`src/rtl/pmc_pkg.sv`:
```
package pmc_pkg;
  localparam int REG_AW = 2;
  localparam int REG_DW = 8;
  localparam int STAT_W = 7;

  typedef enum logic [2:0] {
    M_RUN, M_STOP, M_LPRUN, M_LPWAIT, M_LPSTOP, M_LKSTOP, M_DEEPSTOP, M_ENTRY
  } pmode_e;

  localparam logic [2:0] SS_NORM = 3'b000;
  localparam logic [2:0] SS_LP   = 3'b010;
  localparam logic [2:0] SS_LEAK = 3'b011;
  localparam logic [2:0] SS_DEEP = 3'b100;
  localparam logic [1:0] RS_NORM = 2'b00;
  localparam logic [1:0] RS_LP   = 2'b10;

  localparam logic [REG_AW-1:0] A_PERM = 2'd0;
  localparam logic [REG_AW-1:0] A_CTRL = 2'd1;
  localparam logic [REG_AW-1:0] A_SUB  = 2'd2;
  localparam logic [REG_AW-1:0] A_STAT = 2'd3;

  localparam int PB_DEEP = 1;
  localparam int PB_LEAK = 3;
  localparam int PB_LP   = 5;

  function automatic logic [STAT_W-1:0] mode_hot(pmode_e m);
    logic [STAT_W-1:0] h;
    h = '0;
    case (m)
      M_RUN:      h[0] = 1'b1;
      M_STOP:     h[1] = 1'b1;
      M_LPRUN:    h[2] = 1'b1;
      M_LPWAIT:   h[3] = 1'b1;
      M_LPSTOP:   h[4] = 1'b1;
      M_LKSTOP:   h[5] = 1'b1;
      M_DEEPSTOP: h[6] = 1'b1;
      default:    h = '0;
    endcase
    return h;
  endfunction
endpackage

```
`src/rtl/pmc_regs.sv`:
```
module pmc_regs
  import pmc_pkg::*;
(
  input  logic              clk,
  input  logic              rst,
  input  logic              we,
  input  logic [REG_AW-1:0] addr,
  input  logic [REG_DW-1:0] wdata,
  input  logic              cur_run,
  input  logic              clr_run_sel,
  input  logic              stop_abort,
  input  logic [STAT_W-1:0] stat,
  output logic [REG_DW-1:0] rdata,
  output logic [2:0]        stop_sel,
  output logic [1:0]        run_sel,
  output logic              wake_run
);
  localparam logic [REG_DW-1:0] PERM_MASK = REG_DW'(8'h2A);
  localparam logic [2:0]        SUB_RST   = 3'b011;

  logic [REG_DW-1:0] perm_q;
  logic              perm_done;
  logic [2:0]        sub_q;
  logic              sub_bo;
  logic              stop_ok, run_ok;
  logic [REG_DW-1:0] rd_n;

  always_comb begin
    case (wdata[2:0])
      SS_NORM: stop_ok = 1'b1;
      SS_LP:   stop_ok = perm_q[PB_LP];
      SS_LEAK: stop_ok = perm_q[PB_LEAK];
      SS_DEEP: stop_ok = perm_q[PB_DEEP];
      default: stop_ok = 1'b0;
    endcase
    case (wdata[6:5])
      RS_NORM: run_ok = 1'b1;
      RS_LP:   run_ok = perm_q[PB_LP] && cur_run;
      default: run_ok = 1'b0;
    endcase
  end

  always_comb begin
    rd_n = '0;
    case (addr)
      A_PERM: rd_n = perm_q;
      A_CTRL: rd_n[7:0] = {wake_run, run_sel, 1'b0, stop_abort, stop_sel};
      A_SUB:  rd_n[7:0] = {2'b00, sub_bo, 2'b00, sub_q};
      default: rd_n[STAT_W-1:0] = stat;
    endcase
  end

  always_ff @(posedge clk) begin
    if (rst) begin
      perm_q    <= '0;
      perm_done <= 1'b0;
      stop_sel  <= SS_NORM;
      run_sel   <= RS_NORM;
      wake_run  <= 1'b0;
      sub_q     <= SUB_RST;
      sub_bo    <= 1'b0;
      rdata     <= '0;
    end else begin
      if (clr_run_sel) run_sel <= RS_NORM;
      if (we) begin
        case (addr)
          A_PERM: if (!perm_done) begin
            perm_q    <= wdata & PERM_MASK;
            perm_done <= 1'b1;
            stop_sel  <= SS_NORM;
          end
          A_CTRL: begin
            if (stop_ok) stop_sel <= wdata[2:0];
            if (run_ok)  run_sel  <= wdata[6:5];
            wake_run <= wdata[7];
          end
          A_SUB: begin
            if (!wdata[2]) sub_q <= wdata[2:0];
            sub_bo <= wdata[5];
          end
          default: ;
        endcase
      end
      rdata <= rd_n;
    end
  end

  AST_PERM_ONCE: assert property (@(posedge clk) disable iff (rst)
    perm_done |=> $stable(perm_q));
  AST_PERM_CLR_STOP: assert property (@(posedge clk) disable iff (rst)
    $rose(perm_done) |-> (stop_sel == SS_NORM));
  AST_STOP_LEGAL: assert property (@(posedge clk) disable iff (rst)
    (stop_sel == SS_NORM) || (stop_sel == SS_LP && perm_q[PB_LP]) ||
    (stop_sel == SS_LEAK && perm_q[PB_LEAK]) || (stop_sel == SS_DEEP && perm_q[PB_DEEP]));
  AST_LPRUN_GATE: assert property (@(posedge clk) disable iff (rst)
    (run_sel != RS_LP) |=> (run_sel != RS_LP) || $past(cur_run && perm_q[PB_LP]));
  AST_SUB_LEGAL: assert property (@(posedge clk) disable iff (rst)
    !sub_q[2]);
endmodule

```
`src/rtl/pmc_fsm.sv`:
```
module pmc_fsm
  import pmc_pkg::*;
#(
  parameter int WIN_CYC = 2
) (
  input  logic              clk,
  input  logic              rst,
  input  logic              sleep_req,
  input  logic              sleep_deep,
  input  logic              irq,
  input  logic              dbg_en,
  input  logic [2:0]        stop_sel,
  input  logic [1:0]        run_sel,
  input  logic              wake_run,
  output logic [STAT_W-1:0] stat_q,
  output logic              stop_abort,
  output logic              cur_run,
  output logic              clr_run_sel
);
  localparam int CW = $clog2(WIN_CYC + 1);
  localparam logic [CW-1:0] LAST = CW'(WIN_CYC - 1);

  pmode_e state, state_n, origin_q, tgt_q, tgt_n, visible;
  logic [CW-1:0] cnt_q;
  logic from_run;
  logic start, abort, hold;

  always_comb begin
    if (state == M_RUN) begin
      case (stop_sel)
        SS_LP:   tgt_n = M_LPSTOP;
        SS_LEAK: tgt_n = M_LKSTOP;
        SS_DEEP: tgt_n = M_DEEPSTOP;
        default: tgt_n = M_STOP;
      endcase
    end else begin
      case (stop_sel)
        SS_LEAK: tgt_n = M_LKSTOP;
        SS_DEEP: tgt_n = M_DEEPSTOP;
        default: tgt_n = M_LPSTOP;
      endcase
    end
  end

  always_comb begin
    state_n = state;
    start   = 1'b0;
    abort   = 1'b0;
    case (state)
      M_RUN: begin
        if (run_sel == RS_LP) state_n = M_LPRUN;
        else if (sleep_req && sleep_deep) begin state_n = M_ENTRY; start = 1'b1; end
      end
      M_LPRUN: begin
        if (irq && wake_run) state_n = M_RUN;
        else if (sleep_req && sleep_deep) begin state_n = M_ENTRY; start = 1'b1; end
        else if (sleep_req) state_n = M_LPWAIT;
        else if (run_sel == RS_NORM) state_n = M_RUN;
      end
      M_LPWAIT: if (irq) state_n = wake_run ? M_RUN : M_LPRUN;
      M_LPSTOP: if (irq) state_n = (from_run || wake_run) ? M_RUN : M_LPRUN;
      M_ENTRY: begin
        if (irq) begin abort = 1'b1; state_n = origin_q; end
        else if (cnt_q == LAST) state_n = tgt_q;
      end
      default: if (irq) state_n = M_RUN;
    endcase
  end

  always_comb begin
    if (state_n == M_ENTRY) visible = start ? state : origin_q;
    else                    visible = state_n;
    hold = dbg_en && (visible == M_STOP || visible == M_LPSTOP);
  end

  assign cur_run     = (state == M_RUN);
  assign clr_run_sel = (state_n == M_RUN) && (state != M_RUN);

  always_ff @(posedge clk) begin
    if (rst) begin
      state      <= M_RUN;
      origin_q   <= M_RUN;
      tgt_q      <= M_STOP;
      cnt_q      <= '0;
      from_run   <= 1'b0;
      stop_abort <= 1'b0;
      stat_q     <= mode_hot(M_RUN);
    end else begin
      state <= state_n;
      if (start) begin
        origin_q   <= state;
        tgt_q      <= tgt_n;
        from_run   <= (state == M_RUN);
        cnt_q      <= '0;
        stop_abort <= 1'b0;
      end else if (state == M_ENTRY) begin
        cnt_q <= cnt_q + 1'b1;
      end
      if (abort) stop_abort <= 1'b1;
      if (!hold) stat_q <= mode_hot(visible);
    end
  end

  AST_STAT_ONEHOT: assert property (@(posedge clk) disable iff (rst)
    $countones(stat_q) == 1);
  AST_ABORT_RETURN: assert property (@(posedge clk) disable iff (rst)
    (state == M_ENTRY && irq) |=> (stop_abort && state != M_ENTRY && state == $past(origin_q)));
  AST_WAIT_WAKE: assert property (@(posedge clk) disable iff (rst)
    (state == M_LPWAIT && irq && !wake_run) |=> (state == M_LPRUN));
  AST_LPSTOP_RUN: assert property (@(posedge clk) disable iff (rst)
    (state == M_LPSTOP && from_run && irq) |=> (state == M_RUN));
  AST_DBG_HOLD: assert property (@(posedge clk) disable iff (rst)
    (dbg_en && !stat_q[1] && !stat_q[4]) |=> (!stat_q[1] && !stat_q[4]));
endmodule

```
`src/rtl/pwr_mode_ctrl.sv`:
```
module pwr_mode_ctrl
  import pmc_pkg::*;
#(
  parameter int WIN_CYC = 2
) (
  input  logic              clk,
  input  logic              rst,
  input  logic              reg_we,
  input  logic [REG_AW-1:0] reg_addr,
  input  logic [REG_DW-1:0] reg_wdata,
  output logic [REG_DW-1:0] reg_rdata,
  input  logic              sleep_req,
  input  logic              sleep_deep,
  input  logic              irq,
  input  logic              dbg_en,
  output logic [STAT_W-1:0] mode_stat
);
  logic [2:0] stop_sel;
  logic [1:0] run_sel;
  logic       wake_run, stop_abort, cur_run, clr_run_sel;

  pmc_regs u_regs (
    .clk(clk), .rst(rst), .we(reg_we), .addr(reg_addr), .wdata(reg_wdata),
    .cur_run(cur_run), .clr_run_sel(clr_run_sel), .stop_abort(stop_abort),
    .stat(mode_stat), .rdata(reg_rdata), .stop_sel(stop_sel),
    .run_sel(run_sel), .wake_run(wake_run)
  );

  pmc_fsm #(.WIN_CYC(WIN_CYC)) u_fsm (
    .clk(clk), .rst(rst), .sleep_req(sleep_req), .sleep_deep(sleep_deep),
    .irq(irq), .dbg_en(dbg_en), .stop_sel(stop_sel), .run_sel(run_sel),
    .wake_run(wake_run), .stat_q(mode_stat), .stop_abort(stop_abort),
    .cur_run(cur_run), .clr_run_sel(clr_run_sel)
  );
endmodule

```
`config.mk`:
```
export PLATFORM = sky130hd
export DESIGN_NAME = pwr_mode_ctrl
export DESIGN_NICKNAME = d
export VERILOG_FILES = /design/src/rtl/pmc_pkg.sv /design/src/rtl/pmc_regs.sv /design/src/rtl/pmc_fsm.sv /design/src/rtl/pwr_mode_ctrl.sv
export SDC_FILE = /design/constraint.sdc
export NUM_CORES = 1
export LEC_CHECK = 0
export ABC_AREA = 1
export BUFFER_PORTS_ARGS = -buffer_cell sky130_fd_sc_hd__buf_4
export CORE_MARGIN = 2
export CORE_UTILIZATION = 23
export DETAILED_ROUTE_END_ITERATION = 10
export PLACE_DENSITY = 0.42
export SKIP_LAST_GASP = 1
export SLEW_MARGIN = 40
export SYNTH_ARGS = -nofsm -noshare
export SYNTH_HDL_FRONTEND = slang
export SYNTH_SLANG_ARGS = --single-unit
```
`constraint.sdc`:
```
create_clock -name clk -period 5.2 [get_ports clk]
set_input_delay 0.52 -clock clk [delete_from_list [all_inputs] [get_ports clk]]
set_output_delay 0.52 -clock clk [all_outputs]
set_load 0.01 [all_outputs]
```
==> results.md, run 1 <==
- Synthesized Nets: 317
- Critical Path RT: 5.43 ns
- Post-Syn Area per Cell: 7.14 µm²
- Die Height: 100 µm
- Chip Width: 100 µm
- Num Clock Sinks: 41
- GR Util All Layers: 0.120
- Initial DRC count: 99
- Post-synthesis xor/xnor area fraction: 0.00410
- Type of the worst setup path: register to register
- Max FO, Critical Path: 9
- Cells after Synth: 299
- Most frequent cells in the layout: 55 x nand2_1, 41 x dfxtp_1, 37 x inv_1
- Slowest CP cell: dfxtp_1
- Period Utilization, post-route: 0.388
- GR Util met2: 0.188
- Pwr dens: 359 nW/µm²
- Initial core utilization: 0.234
- Vias: 1,919
- Global route hottest layer: met2
- Static Leak: 1.07 nW
- Routing usage on met3: 0.0279
- Total gr overflow: 0
- Diode count: 0
- RSZ-0062 raised after global routing: false
- Area Overhead vs Synth: 19.4%
- First-pass DRT Iterations: 5
- Clock root cell: clkbuf_8
- Filler Cell Count: 1,027
- Detailed Route WL: 5630 µm
- CP max stage delay: 0.54 ns
- Crit end category: register
- ANT nets after route: 0
- Drt wl/cell: 12.8 µm
- Final instance area: 2550 µm²
- Cell breakdown of the critical path: inv_2 > nor2_2 > nand2_2 > nor3_4 > nor2_2 > nand2_1 > nand3_1 > nand2_1 > nand3_2 > nand2_4 > nand3_2 > a21oi_2
- Post-synthesis compound-gate area fraction: 0.148
- Max VDD drop: 0.000110 V
- Placed wire-length estimate: 4420 µm
- CTS tree: done
- Fraction of layout cells with a size suffix above 1: 0.240
- CTS clk-pin slew, worst paths: 0.08 ns
- TritonCTS Buffers: 5
- Post-route minimum period: 2.02 ns
- Most common cell after layout, fill and taps aside: nand2_1
- Die area: 10,100 µm²
- CTS max path bufs: 2
- First-pass GRT wire length: 9450 µm
- Post-CTS Hold Buffers: 0
- Worst Hold Class: input pin to register
- Largest net degree at the start of global routing: 24
- Non-filler instance count after layout: 440
- Endpoints failing setup: 0
- Status: finished clean
- Clk_skew: 0.00481 ns
- Post-CTS Setup Bufs: 0
- Worst-Margin Slew: 0.551 ns
- Mapped Area: 2140 µm²
- Final hold slack: 0.451 ns
- Vias in the first global route: 1,903
- Sequential element share of the synthesized area: 0.384
- Simple-gate area share of the yosys netlist: 0.359
- Fmax: 0.495 GHz
- Dpl cells: 433
- IO Pins: 32
- Max Cap Viol: 0
- CTS H-tree depth: 2
- Initial antenna violation count: 0
- Met1 Use GR: 0.160
- Placed instance area: 2460 µm²
- Adder-cell share of the synthesized area: 0.00586
- Port Buf Inserts: 30
- Yosys cell types: 33
- Clock Latency Late Sink: 0.29 ns
- Setup TNS Final: 0 ns
- Gpl congestion: 0.841
- Post-DR vias/cell: 4.36
- Row count: 35
- Core area: 9110 µm²
- Worst R2R Setup Slack: 3.18 ns
- Layout net count: 347
- DRC violation count after routing: 0
- Crit-path leading delay family: simple AND/OR/NAND/NOR gates
- Crit path DAT: 2.25 ns
- Post-CTS sizing: 0
- Post-synthesis mux area share: 0
- Largest family of logic cells by synthesized area: simple AND/OR/NAND/NOR gates
- CP Buf/Inv Count: 1
- Worst setup SP type: register
- Final Slew Violations: 0
- Number of synthesized register bits: 41
- Syn. warnings: 0
- Max-slew headroom: 0.632
- Final Hold Violating Endpoints: 0
[per-layer routing]
metal  vias up  wire [µm]
li1       1031          -
met1       849       2810
met2        29       2510
met3        10        193
met4         0        119
met5         -          0
[report_power, final]
part / internal (W) / switching [W]
Clock: 0.000105 / 0.000107
Combinational: 0.000112 / 0.000216
Sequential: 0.000344 / 0.0000320
Total: 0.000562 / 0.000355
[sequential cells by signal (all words and copies together) (netlist names)]
name / count
u_fsm.stat_q: 7
u_regs.stop_sel: 3
u_regs.perm_done: 1
u_regs.wake_run: 1
u_fsm.tgt_q: 3
u_regs.sub_bo: 1
u_regs.run_sel: 2
u_fsm.origin_q: 3
u_regs.rdata: 8
u_fsm.stop_abort: 1
u_regs.perm_q: 3
u_regs.sub_q: 2
u_fsm.state: 3
u_fsm.from_run: 1
u_fsm.cnt_q: 2
[worst min-delay path: stages]
cell and delay [ns]:
buf_4 0.08, nor2_1 0.03, nor2_1 0.08
[cells in the mapped netlist]
cell / instances / area share
nand2_1: 55 / 0.097
dfxtp_1: 41 / 0.38
inv_1: 37 / 0.065
nor2_1: 36 / 0.063
nand3_1: 28 / 0.066
a21oi_1: 15 / 0.035
o21ai_0: 14 / 0.033
inv_2: 10 / 0.018
nand3_2: 10 / 0.047
a21oi_2: 6 / 0.025
nor2_4: 5 / 0.026
nor3_1: 5 / 0.012
nand2_2: 4 / 0.012
a211oi_1: 3 / 0.011
clkbuf_1: 3 / 0.0053
nor2_2: 3 / 0.0088
o211ai_1: 3 / 0.011
o22ai_1: 3 / 0.0088
buf_1: 2 / 0.0035
nand2_4: 2 / 0.011
o221ai_1: 2 / 0.0082
a221o_1: 1 / 0.0047
a31oi_1: 1 / 0.0029
buf_2: 1 / 0.0023
buf_6: 1 / 0.0053
ha_1: 1 / 0.0059
nand3b_1: 1 / 0.0035
nand4_1: 1 / 0.0029
nor3_4: 1 / 0.0076
o22ai_2: 1 / 0.0059
o32ai_1: 1 / 0.0041
or2_2: 1 / 0.0029
xor2_1: 1 / 0.0041
[final cells by class]
class                      count  area [µm²]  area share
sequential                    41         821       0.322
tap                          111         139      0.0544
inverter                      47         176      0.0692
timing repair buffer          30         225      0.0883
multi-input combinational    204        1100       0.433
clock buffer                   7        86.3      0.0338
[cell families after synthesis]
logic type	after synthesis
xor+xnor	1
buf+inv	54
flops	41
simple gates	152
fa+ha+maj	1
compound gates	50
[worst paths after layout]
kind                        from               end  cells past startpoint
setup / recovery  u_fsm.state[1]   u_fsm.stat_q[3]                     12
hold / removal      reg_wdata[3]  u_regs.perm_q[3]                      3
setup reg to reg  u_fsm.state[1]   u_fsm.stat_q[3]                     12
hold reg to reg    u_regs.sub_bo     u_regs.sub_bo                      2
[stage by stage]
step	utilization	setup WS, ns	total power (W)
2_1_floorplan	-	3.42	0.000623
3_3_place_gp	0.271	3.01	0.000714
3_5_place_dp	0.271	3.02	0.000716
4_1_cts	0.280	3.15	0.000930
5_1_grt	0.280	2.90	0.000989
6_report	0.280	3.18	0.000917
No activity file was read; power rests on OpenSTA's default activity.
==> run 2, diff against run 1 <==
ABC_AREA = 0   (was 1)
PLACE_DENSITY = 0.44   (was 0.42)
clock period = 1.68 ns   (was 5.2 ns; I/O delays follow)
==> run 2 against run 1 <==
  * The run now ends with setup timing left
  * First-iteration DRC count decreased by 23%
  * Final area increased by 17%
  * Wire length increased by 11%
  * Area after synthesis decreased by 5.6%
  * Critical path depth decreased by 4
  * Sequential power increased to 2.8 times the previous value
  * Clock-buffer cell count decreased by 2
==> results.md, run 2 <==
- CP max stage delay: 0.43 ns
- Post-synth EDFFs: 0
- CP Buf/Inv Count: 1
- Initial DRC count: 76
- Max VDD drop: 0.000314 V
- Max reg flops: 8
- Final Hold Violating Endpoints: 0
- Fraction of layout cells with a size suffix above 1: 0.407
- Drt wl/cell: 14.7 µm
- Initial core utilization: 0.235
- Post-Syn Area per Cell: 8.61 µm²
- Die area: 9530 µm²
- Largest net degree at the start of global routing: 38
- PnR worst setup slack: -0.475 ns
- Most common flop cell mapped by yosys: dfxtp_1
- Diode count: 0
- GR Util met2: 0.224
- Synth cell count leaders: 41 x dfxtp_1, 32 x nor2_1, 19 x nand2_1, 15 x a21oi_1, 9 x o21ai_0
- Failing checks: setup timing
- Yosys cell types: 60
- Final instance area: 3000 µm²
- Detailed Route WL: 6240 µm
- Clock root cell: clkbuf_8
- Worst R2R Setup Slack: -0.47 ns
- Critical Path RT: 1.89 ns
- DP Worst Slack: -0.483 ns
- Worst Hold Class: input pin to register
- Chip Width: 97.6 µm
- Core area: 8590 µm²
- Slowest CP cell: or4_4
- Layout net count: 334
- Row count: 34
- CTS tree: done
- Largest Register: u_regs.rdata
- Cell breakdown of the critical path: buf_6 > and4_1 > a21oi_2 > o211a_2 > or4_4 > a2bb2oi_4 > or2_1 > a221oi_2
- Port Buf Inserts: 30
- Routing usage on met3: 0.0245
- IO Pins: 32
- Global route hottest layer: met2
- Status: finished, violations left
- Top cell type's share of synthesized area: 0.407
- Synthesized Nets: 252
- Crit path DAT: 2.37 ns
- Post-DR vias/cell: 4.71
- Number of synthesized register bits: 41
- DRC violation count after routing: 0
- Die Height: 97.6 µm
- Clock Latency Late Sink: 0.30 ns
- Placed instance area: 2650 µm²
- ANT nets after route: 0
- Static Leak: 1.18 nW
- Crit-path leading delay family: simple AND/OR/NAND/NOR gates
- Syn. warnings: 0
- Type of the worst setup path: register to register
- Worst-Margin Slew: 0.436 ns
- Ys async rst share: 0
- Num Clock Sinks: 41
- Most frequent cell after synthesis: dfxtp_1
- Leading registers by flop count: u_regs.rdata (8), u_fsm.stat_q (7)
- RSZ-0062 raised after global routing: true
- TritonCTS Buffers: 5
- Worst setup SP type: register
- Area leader, netlist: dfxtp_1
- Clk_skew: 0.00891 ns
- Max Cap Viol: 0
- Area Overhead vs Synth: 48.7%
- Max FO, Critical Path: 6
- Vias: 2,000
- Initial antenna violation count: 0
- Most frequent cells in the layout: 81 x buf_4, 37 x dfxtp_1, 31 x nor2_1
- Sequential element share of the synthesized area: 0.407
- Cells after Synth: 234
- Met1 Use GR: 0.167
- First-pass GRT wire length: 9890 µm
- Gpl congestion: 0.828
- CTS H-tree depth: 2
- Most common cell after layout, fill and taps aside: buf_4
- CTS clk-pin slew, worst paths: 0.09 ns
- GR Util All Layers: 0.131
- Endpoints failing setup: 14
- CTS max path bufs: 2
- Dominant cells by area after synthesis: dfxtp_1 41%, nor2_1 6.0%, a21oi_1 3.7%
- Final Slew Violations: 0
- Placed wire-length estimate: 4410 µm
- Post-route minimum period: 2.15 ns
- Total gr overflow: 0
- First-pass DRT Iterations: 4
- Pwr dens: 851 nW/µm²
- Max-slew headroom: 0.709
- Period Utilization, post-route: 1.28
- Crit end category: register
- Fmax: 0.464 GHz
- Mapped Area: 2020 µm²
- Vias in the first global route: 1,930
- Setup TNS Final: -3.89 ns
[run 2: cell types whose count changed after synthesis, moves of 6 or more]
cell | before | now
nand2_1 | 55 | 19
nand3_1 | 28 | 6
inv_1 | 37 | 8
mux2i_1 | 0 | 7
nand3_2 | 10 | 0
nor2b_1 | 0 | 7
a21oi_2 | 6 | 0
inv_2 | 10 | 1
nand2b_1 | 0 | 7
[run 2: final cells by class]
type | instances | area, µm²
repair buffers | 86 | 664
flip-flops and latches | 41 | 833
fillers | 910 | 5600
multi-input cells | 173 | 1210
clock inverters | 3 | 46.3
clock buffers | 5 | 68.8
well taps | 108 | 135
inverters | 9 | 33.8
[run 2: per-stage QoR]
stage,hold slack [ns],power [W],util,instances
final,0.102,0.00255,0.349,425
after CTS,0.0883,0.00254,0.340,421
after detailed placement,0.411,0.00161,0.309,402
after global placement,0.405,0.00161,0.309,402
after floorplan,0.286,0.00134,-,234
after global routing,0.0970,0.00269,0.349,425
[run 2: routing by layer]
metal / up-vias / share of wire
met3: 8 / 0.032
met4: 0 / 0.016
li1: 1009 / -
met1: 950 / 0.47
met2: 33 / 0.48
met5: - / 0
[run 2: cells by family after synthesis]
logic type                 after synthesis  synth area share
and+or+nand+nor                        108             0.290
AOI/OAI and AO/OA                       53             0.187
DFF                                     41             0.407
buffers and inverters                   20            0.0422
muxes                                   10            0.0627
xor gates and xnor gates                 1           0.00435
adders and majority gates                1           0.00621
[run 2: worst register-to-register path: stages, from the launching register on]
cell and delay [ns]:
dfxtp_4 0.42, buf_6 0.13, and4_1 0.18, a21oi_2 0.04, o211a_2 0.27, or4_4 0.43, a2bb2oi_4 0.17, or2_1 0.22
a221oi_2 0.22
[run 2: final timing paths]
kind / from / end / depth (start not counted)
max: u_fsm.state[0] / u_fsm.stat_q[1] / 8
min reg2reg: u_fsm.stat_q[4] / u_regs.rdata[4] / 2
min: reg_wdata[3] / u_regs.perm_q[3] / 3
max reg2reg: u_fsm.state[0] / u_fsm.stat_q[1] / 8
[run 2: timing repair]
item	4_1_cts	5_1_grt
pin swaps	8	6
hold buffers	0	0
endpoints found under the setup margin	9	13
cloned	0	0
resized for setup	17	14
buffers inserted	12	4
[run 2: report_power, final]
| group | total (W) | internal (W) | switching [W] |
|---|---|---|---|
| logic | 0.000679 | 0.000362 | 0.000317 |
| registers | 0.00106 | 0.00101 | 0.0000448 |
| clock network | 0.000811 | 0.000445 | 0.000366 |
==> run 3, diff against run 2 <==
==> constraint.sdc (replaced) <==
create_clock -name clk -period 1.68 [get_ports clk]
set_input_delay 0.084 -clock clk [delete_from_list [all_inputs] [get_ports clk]]
set_output_delay 0.084 -clock clk [all_outputs]
set_load 0.01 [all_outputs]
==> run 3 against run 2 <==
  * The run still ends with setup timing left
  * Global-route usage shrank 0.20 points
  * Wire length down 5.0%
  * Register-to-register slack lost 0.04 ns
  * Non-clock buffer count shrank 13
  * Critical path depth fell by 1
  * Maximum frequency shrank 1.9%
  * Sequential power hardly changed
  * Sequential share of layout area up 1.3 points
  * Total power shrank 8.9%
  * Final area decreased by 4.8%
==> results.md, run 3 (same netlist as run 2, synthesis figures left out) <==
- Status: finished, violations left
- Failing checks: setup timing
- CTS H-tree depth: 2
- Period Utilization, post-route: 1.31
- First-pass GRT wire length: 9800 µm
- Largest net degree at the start of global routing: 38
- Detailed Route WL: 5930 µm
- Crit path DAT: 2.41 ns
- Most common cell after layout, fill and taps aside: buf_4
- Clock root cell: clkbuf_8
- Placed wire-length estimate: 4400 µm
- Die area: 9530 µm²
- Gpl congestion: 0.868
- Core area: 8590 µm²
- Non-filler instance count after layout: 412
- Layout net count: 321
- Max Cap Viol: 0
- Final core occ: 0.332
- CTS tree: done
- Vias in the first global route: 1,940
- Drt wl/cell: 14.4 µm
- DP Worst Slack: -0.444 ns
- Chip Width: 97.6 µm
- Die Height: 97.6 µm
- TritonCTS Buffers: 5
- Total gr overflow: 0
- CTS max path bufs: 2
- Fraction of layout cells with a size suffix above 1: 0.365
- Port Buf Inserts: 30
- Final hold slack: 0.0310 ns
- Post-route minimum period: 2.20 ns
- Max reg flops: 8
- Area Overhead vs Synth: 41.5%
- IO Pins: 32
- Initial antenna violation count: 0
- Power, Total: 0.00232 W
- Worst setup SP type: register
- Final Slew Violations: 0
- Critical Path RT: 1.89 ns
- Static Leak: 1.11 nW
- Worst-Margin Slew: 0.415 ns
- RSZ-0062 raised after global routing: true
- Dpl cells: 401
- Initial core utilization: 0.235
- GR Util All Layers: 0.129
- Fmax: 0.456 GHz
- Max-slew headroom: 0.724
- Clk_skew: 0.00533 ns
- Endpoints failing setup: 10
- Leading registers by flop count: u_regs.rdata (8), u_fsm.stat_q (7)
- Clock Latency Late Sink: 0.30 ns
- Pwr dens: 814 nW/µm²
- First-pass DRT Iterations: 4
- CTS clk-pin slew, worst paths: 0.08 ns
- Max VDD drop: 0.000282 V
- ANT nets after route: 0
- Final Hold Violating Endpoints: 0
- Post-DR vias/cell: 4.67
- Num Clock Sinks: 41
- Most frequent cells in the layout: 72 x buf_4, 37 x dfxtp_1, 31 x nor2_1
- Crit end category: register
- Max FO, Critical Path: 7
- Vias: 1,926
- Diode count: 0
- Row count: 34
- DRC violation count after routing: 0
- PnR worst setup slack: -0.515 ns
- Initial DRC count: 94
- Worst Hold Class: input pin to register
- Post-CTS Hold Buffers: 0
- Type of the worst setup path: register to register
- Largest Register: u_regs.rdata
## run 3: power breakdown
group	internal, W	switching [W]	total [W]
combinational	0.000288	0.000284	0.000572
sequential	0.00102	0.0000442	0.00106
clock	0.000333	0.000357	0.000690
total	0.00164	0.000685	0.00232
## run 3: final cells by class
class                   instances  area, µm²
inverters                       9       33.8
repair buffers                 73        552
clock buffers                   6       82.6
well taps                     108        135
fillers                       898       5740
flip-flops and latches         41        831
clock inverters                 2       13.8
multi-input cells             173       1200
## run 3: final timing paths
path              startpoint              end  slack (ns)  depth (start not counted)
max           u_fsm.state[0]  u_fsm.stat_q[1]       -0.52                          7
min             reg_wdata[0]  u_regs.sub_q[0]        0.03                          2
max reg2reg   u_fsm.state[0]  u_fsm.stat_q[1]       -0.52                          7
min reg2reg  u_fsm.stat_q[4]  u_regs.rdata[4]        0.46                          2
## run 3: layer usage
metal | global-route usage | vias to the layer above | wire length (µm)
li1 | - | 981 | -
met1 | 0.170 | 900 | 2840
met2 | 0.207 | 38 | 2760
met3 | 0.0324 | 7 | 254
met4 | 0.0438 | 0 | 85
met5 | 0 | - | 0
## run 3: worst max-delay path: stages, from the launching register on
cell and delay [ns]:
dfxtp_4 0.38, a211oi_2 0.25, nand4_1 0.23, o211a_2 0.21
or4_4 0.43, a2bb2oi_4 0.16, or2_1 0.22, a221oi_2 0.22
## run 3: per-stage QoR
stage               setup TNS (ns)  instance area (µm²)
global placement             -3.37                 2650
finish                       -3.82                 2850
CTS                          -3.12                 2810
global route                 -4.57                 2850
detailed placement           -3.21                 2650
floorplan                    -1.87                 2040
## run 3: what timing repair did
item,in CTS,in global routing
endpoints found under the setup margin,9,12
gates resized for setup,10,8
buffers inserted,2,1
pin swaps,2,6
